**config.mk**
```make
export PLATFORM = sky130hd
export DESIGN_NAME = evod_demux
export DESIGN_NICKNAME = d
export VERILOG_FILES = /design/src/rtl/evod_demux_pkg.sv /design/src/rtl/evod_phase.sv /design/src/rtl/evod_capture.sv /design/src/rtl/evod_dclk_gen.sv /design/src/rtl/evod_demux.sv
export SDC_FILE = /design/constraint.sdc
export NUM_CORES = 1
export LEC_CHECK = 0
export ABC_CLOCK_PERIOD_IN_PS = 970
export CAP_MARGIN = 5
export CORE_MARGIN = 2
export CORE_UTILIZATION = 52
export CTS_CLUSTER_SIZE = 20
export DETAILED_ROUTE_END_ITERATION = 8
export DONT_BUFFER_PORTS = 1
export PLACE_DENSITY = 0.7
export SYNTH_ARGS = -nofsm -noshare
export SYNTH_HDL_FRONTEND = slang
export SYNTH_HIERARCHICAL = 1
export SYNTH_SLANG_ARGS = --single-unit
```
**constraint.sdc**
```tcl
create_clock -name clk -period 0.97 [get_ports clk]
set_input_delay 0.0485 -clock clk [delete_from_list [all_inputs] [get_ports clk]]
set_output_delay 0.0485 -clock clk [all_outputs]
set_load 0.05 [all_outputs]
```
**src/rtl/evod_demux_pkg.sv**
```systemverilog
package evod_demux_pkg;
  typedef enum logic {PH_ODD = 1'b0, PH_EVEN = 1'b1} phase_e;

  typedef struct packed {
    logic ddr;
    logic fall;
    logic decim;
  } mode_t;
endpackage

```
**src/rtl/evod_phase.sv**
```systemverilog
module evod_phase
  import evod_demux_pkg::*;
(
  input  logic   clk,
  input  logic   rst,
  output phase_e phase,
  output logic   pair_valid
);
  always_ff @(posedge clk) begin
    if (rst) begin
      phase      <= PH_ODD;
      pair_valid <= 1'b0;
    end else begin
      phase <= (phase == PH_ODD) ? PH_EVEN : PH_ODD;
      if (phase == PH_EVEN) pair_valid <= 1'b1;
    end
  end

  AST_VALID_STICKY: assert property (@(posedge clk) disable iff (rst)
    pair_valid |=> pair_valid);
  AST_VALID_NOT_EARLY: assert property (@(posedge clk) disable iff (rst)
    (!pair_valid && phase == PH_ODD) |=> !pair_valid);
endmodule

```
**src/rtl/evod_capture.sv**
```systemverilog
module evod_capture
  import evod_demux_pkg::*;
#(
  parameter int SAMPLE_W = 8
) (
  input  logic                clk,
  input  logic                rst,
  input  phase_e              phase,
  input  logic                decimate,
  input  logic [SAMPLE_W-1:0] sample_in,
  output logic [SAMPLE_W-1:0] bus_a,
  output logic [SAMPLE_W-1:0] bus_b,
  output logic                bus_b_en
);
  localparam logic [SAMPLE_W-1:0] ZERO_W = '0;

  logic [SAMPLE_W-1:0] odd_hold;

  always_ff @(posedge clk) begin
    if (rst) begin
      odd_hold <= ZERO_W;
      bus_a    <= ZERO_W;
      bus_b    <= ZERO_W;
      bus_b_en <= 1'b0;
    end else begin
      bus_b_en <= ~decimate;
      if (phase == PH_ODD) odd_hold <= sample_in;
      if (phase == PH_EVEN) bus_a <= odd_hold;
      if (decimate)              bus_b <= ZERO_W;
      else if (phase == PH_EVEN) bus_b <= sample_in;
    end
  end

  AST_A_HOLDS: assert property (@(posedge clk) disable iff (rst)
    (phase == PH_ODD) |=> $stable(bus_a));
  AST_DECIM_B_OFF: assert property (@(posedge clk) disable iff (rst)
    decimate |=> (bus_b == ZERO_W && !bus_b_en));
  AST_B_ENABLED: assert property (@(posedge clk) disable iff (rst)
    !decimate |=> bus_b_en);
endmodule

```
**src/rtl/evod_dclk_gen.sv**
```systemverilog
module evod_dclk_gen
  import evod_demux_pkg::*;
(
  input  logic   clk,
  input  logic   rst,
  input  phase_e phase,
  input  mode_t  mode,
  output logic   dclk
);
  logic sdr_next;
  logic ddr_next;

  always_comb begin
    sdr_next = (phase == PH_EVEN) ^ mode.fall;
    ddr_next = (phase == PH_EVEN) ? ~dclk : dclk;
  end

  always_ff @(posedge clk) begin
    if (rst) dclk <= 1'b0;
    else     dclk <= mode.ddr ? ddr_next : sdr_next;
  end

  AST_DDR_QUIET: assert property (@(posedge clk) disable iff (rst)
    (mode.ddr && phase == PH_ODD) |=> $stable(dclk));
  AST_SDR_RISE_ON_PAIR: assert property (@(posedge clk) disable iff (rst)
    (!mode.ddr && !mode.fall && phase == PH_EVEN) |=> dclk);
  AST_SDR_FALL_ON_PAIR: assert property (@(posedge clk) disable iff (rst)
    (!mode.ddr && mode.fall && phase == PH_EVEN) |=> !dclk);
endmodule

```
**src/rtl/evod_demux.sv**
```systemverilog
module evod_demux
  import evod_demux_pkg::*;
#(
  parameter int SAMPLE_W = 8
) (
  input  logic                clk,
  input  logic                rst,
  input  logic [SAMPLE_W-1:0] sample_in,
  input  logic                ddr_mode,
  input  logic                launch_fall,
  input  logic                decimate,
  output logic [SAMPLE_W-1:0] bus_a,
  output logic [SAMPLE_W-1:0] bus_b,
  output logic                bus_b_en,
  output logic                dclk,
  output logic                pair_valid
);
  phase_e phase;
  mode_t  mode;

  assign mode = '{ddr: ddr_mode, fall: launch_fall, decim: decimate};

  evod_phase u_phase (
    .clk(clk), .rst(rst), .phase(phase), .pair_valid(pair_valid)
  );

  evod_capture #(.SAMPLE_W(SAMPLE_W)) u_capture (
    .clk(clk), .rst(rst), .phase(phase), .decimate(mode.decim),
    .sample_in(sample_in), .bus_a(bus_a), .bus_b(bus_b), .bus_b_en(bus_b_en)
  );

  evod_dclk_gen u_dclk (
    .clk(clk), .rst(rst), .phase(phase), .mode(mode), .dclk(dclk)
  );

  AST_PAIR_TOGETHER: assert property (@(posedge clk) disable iff (rst)
    (!$stable(bus_b) && !decimate) |-> $rose(pair_valid) || pair_valid);
endmodule

```
* After elaboration in Yosys (flattened, before gate mapping) *
Cells that the tools add are included.

operators by class
  muxes and demuxes = 3
  reductions and logical operators = 1
  equal/unequal tests = 1
  bitwise gates (word level) = 3

operators with widths
  kind                                                              count
  1-bit two-way mux                                                 3
  2-bit by 1-bit != test with 1-bit output (second input constant)  1
  1-bit NOT                                                         2
  2-bit OR reduction                                                1
  1-bit XOR                                                         1

storage, ports and cells
  output and inout port bits = 19
  flip-flop bits (word level) = 28

* Longest topological paths before layout *
  word-level depth = 3
  gate-level depth with buffers = 4
  mapped depth without buffers = 2

* Cells and area by module *
Netlist, hierarchy kept.

modules (own cells, without submodules)
  module         area each (µm²)  times used  cells an instance
  evod_capture   872.1            1           89
  evod_phase     53.8             1           4
  evod_dclk_gen  51.3             1           5

* Least setup slack after synthesis *
OpenSTA, ideal clock, no wires.

  path type = register -> register
  start = reg u_dclk.dclk
  end = reg u_dclk.dclk
  cell stages (with the launch flop) = 3
  path buffers = 0
  data required time = 0.849 ns
  period minus slack after synthesis = 1.153 ns
  data arrival time = 1.032 ns
  slack = -0.183 ns
  cells stage by stage = dfxtp_1 mux2i_1 mux2_2

on the way
  cells in the longest elaborated chain, start to end = 3

RTL lines
  what                    line                 source
  start, declared         evod_dclk_gen.sv:8   output logic dclk
  start signal, assigned  evod_dclk_gen.sv:20  else dclk <= mode.ddr ? ddr_next : sdr_next;
  1-bit NOT               evod_dclk_gen.sv:15  ddr_next = (phase == PH_EVEN) ? ~dclk : dclk;
  1-bit two-way mux       evod_dclk_gen.sv:15
  1-bit two-way mux       evod_dclk_gen.sv:20

No other way between the ends. The select of a mux whose other input is x is not followed.
A chain may end at the register's enable or synchronous reset.

* Final worst setup path *
  start = reg u_phase.phase
  end = reg u_dclk.dclk

on the way
  cells in the longest elaborated chain, start to end = 2
  elaborated cells on any way between the ends = 3

RTL lines
  what                    line                 source
  start, declared         evod_phase.sv:6      output phase_e phase,
  start signal, assigned  evod_phase.sv:14     phase <= (phase == PH_ODD) ? PH_EVEN : PH_ODD;
  1-bit XOR               evod_dclk_gen.sv:14  sdr_next = (phase == PH_EVEN) ^ mode.fall;
  1-bit two-way mux       evod_dclk_gen.sv:20

Parallel ways exist; a longest one is shown, timed or not.

==> summary.txt <==
Outcome
  • Failing checks: hold timing
  • Outcome: complete, but fails checks

Synth
  • Asr flop ratio synth: 0%
  • Area share of the largest cell type after synthesis: between 50% and 60%
  • Synth unique cells: 14
  • Syn_nets: ~110
  • Register bit total from synthesis: 28
  • Syn Inst Count: 98
  • Synth Flop Type: dfxtp_1
  • Mean Syn Cell Area: around 10 µm²
  • Post-synth EDFFs: 0
  • Most common library cells after synthesis: dfxtp_1, a21oi_1, nand2b_1
  • Yosys warns: 6
  • Count leader, synth: dfxtp_1
  • Synth area leaders: dfxtp_1, nand2b_1, mux2i_1
  • Area leader, netlist: dfxtp_1
  • Register area share after synthesis: between 50% and 60%
  • Post-Syn Area: 977.2 µm²

Placement
  • Dpl ws: ~16 ps
  • Detail Placement HPWL: 1.171 mm
  • Placed standard-cell area: around 0.0011 mm²
  • Placed cells: between 100 and 150
  • Buffers on Ports: 0
  • RePlAce Congestion: slightly above 0.6

Critical path
  • Crit end category: flip-flop
  • Critical Path AT: 1180 ps
  • Slowest stage delay, CP: roughly 350 ps
  • Worst setup SP type: flip-flop
  • Critical path required time: roughly 1200 ps
  • Crit path max fanout: 6
  • Worst path cell trace: buf_4, nor2b_1, mux2_2
  • Crit path max-delay cell type: dfxtp_2
  • Critical path type: flip-flop to flip-flop

Clock tree
  • Clock Tree Buf Depth: 2
  • Num Clock Sinks: 28
  • Clock Latency Late Sink: between 300 and 400 ps
  • CTS hold repair buffers: 8
  • Root buf cell: clkbuf_4
  • Num CTS Buffers: 3
  • H-tree depth: 1
  • CTS tree: built
  • Reg clk slew, reported paths: 130 ps

Layout
  • Nets@finish: between 100 and 150
  • Layout Cells excl Fill: ~150
  • Fraction of layout cells with a size suffix above 1: a little under a quarter
  • Final instance area: 0.001265 mm²
  • Area growth syn-to-layout: 29.45%
  • N_diodes: 0

Timing
  • Final Setup Violations: 0
  • RSZ-0062 raised after global routing: yes
  • Worst hold-check slack: -227.1 ps
  • Slew Limit Fails: 0
  • Max Clk Rate: slightly above 1000 MHz
  • Slew headroom: roughly three quarters
  • Final worst path period share: 99.73%
  • Skew final: 1.840 ps
  • Min cycle time layout: roughly 970 ps
  • Slew @ Worst Pin: 370.2 ps
  • Final Hold Viols: 19
  • Worst setup margin: between 2 and 3 ps

Floorplan
  • Die X: 47.35 µm
  • Row count: 15
  • Starting Density: approximately 56%
  • Ports: 32
  • Core ar.: around 0.0017 mm²
  • Die area: ~0.0022 mm²
  • Chip height: ~47 µm

GRT
  • Gr ovfl total: 0
  • Vias in the first global route: 671
  • Antenna violations before repair: 0
  • Pin count of the biggest net entering global routing: 22
  • Global-route wire length before repair: between 2 and 3 mm
  • Total GRT Usage: between 15 and 20%

Detailed routing
  • Iteration-0 DRC Markers: 6
  • Residual DRC: 0
  • Post-Route WL: 1.645 mm
  • Antenna viol nets, final: 0
  • Vias: 710
  • Via-to-Cell Ratio: between 4 and 5
  • WL per Instance: between 10 and 15 µm
  • DR pass1 iterations: 4

Pwr
  • Internal cell power: ~1.6 mW
  • Tot Pwr: ~2.1 mW
  • Maximum vdd drop: between 1 and 1.5 mV
  • Power Dens Cells: 1653 mW/mm²
  • Switching portion of total power: 24.83%
  • Combinational power share: between 10% and 20%
  • Sequential power share: around 59%
  • Leakage: 0.5398 nW
  • Sw Pwr: ~520 µW
  • Clk pwr share: between 20% and 30%

Hold path
  • HP Class: primary input to flip-flop

Run
  • Max Cap Viol: 0
-- final cells by class --
class                      instances  area (µm²)
sequential                        28       565.5
fill                             136       480.5
multi-input combinational         63       371.6
timing repair buffer              30       256.5
clock buffer                       4       36.28
tap                               25       31.28
inverter                           1       3.754
-- critical path: cells and delay by family, from the launching register on --
kind / cells / cell delay [ps]
multiplexers: 1 / 260
AND/OR/NAND/NOR: 1 / 120
buffers and inverters: 1 / 140
flip-flops: 1 / 350
-- layout by cell type, fill, tap and decap left out, drive strengths merged --
master / instances
nor2: 10
nor2b: 1
dfxtp: 28
dlygate4sd3: 8
clkbuf: 4
mux2i: 9
o21ba: 1
mux2: 1
buf: 22
or2: 1
nand2: 8
nand2b: 16
inv: 1
a21oi: 16
-- logic make-up (layout without fill, tap and decap cells) --
logic type | count (synthesis) | after routing | share of synthesized area [%]
flip-flops | 28 | 28 | 57.36
AO/OA/AOI/OAI | 17 | 17 | 9.219
buffers and inverters | 7 | 35 | 4.608
AND/OR/NAND/NOR | 36 | 36 | 18.44
multiplexers | 10 | 10 | 10.37
-- power groups by stage --
stage | combinational [mW] | clock (mW) | sequential [mW]
after floorplan | 0.131 | 0 | 1.36
after CTS | 0.327 | 0.563 | 1.23
after global placement | 0.290 | 0 | 1.25
final | 0.328 | 0.533 | 1.23
after global routing | 0.355 | 0.594 | 1.24
after detailed placement | 0.296 | 0 | 1.25
-- through the flow --
stage | setup TNS [ps] | util [%]
6_report | 0 | 72.47
5_1_grt | -47.80 | 72.47
4_1_cts | 0 | 71.83
3_5_place_dp | 0 | 65.09
3_3_place_gp | 0 | 65.09
2_1_floorplan | -12.69 | -
-- state kept, by name, indices dropped and copies added, names as in the netlist --
| signal | flops |
|---|---|
| u_capture/bus_a | 8 |
| u_phase/phase | 1 |
| u_capture/bus_b_en | 1 |
| u_phase/pair_valid | 1 |
| u_dclk/dclk | 1 |
| u_capture/odd_hold | 8 |
| u_capture/bus_b | 8 |
-- timing repair --
item / CTS / global route
hold endpoints to repair: 27 / 19
gates resized for setup: 1 / 3
setup buffers: 0 / 0
setup endpoints to repair: 1 / 7
-- final timing paths --
check / endpoint / slack, ps / startpoint / cells past startpoint
worst min register to register: u_capture/bus_a[0] / 470 / u_capture/odd_hold[0] / 2
worst max-delay path: u_dclk/dclk / 3 / u_phase/phase / 3
worst max register to register: u_dclk/dclk / 3 / u_phase/phase / 3
worst min-delay path: u_phase/phase / -230 / rst / 1
-- metal layers --
metal	up-vias	part of all wire [%]	GRT usage, %
li1	374	-	-
met1	315	43	20.81
met2	19	50	28.38
met3	2	5.3	3.077
met4	0	1.3	12.22
met5	-	0	0
Power figures use the tool's default switching activity.
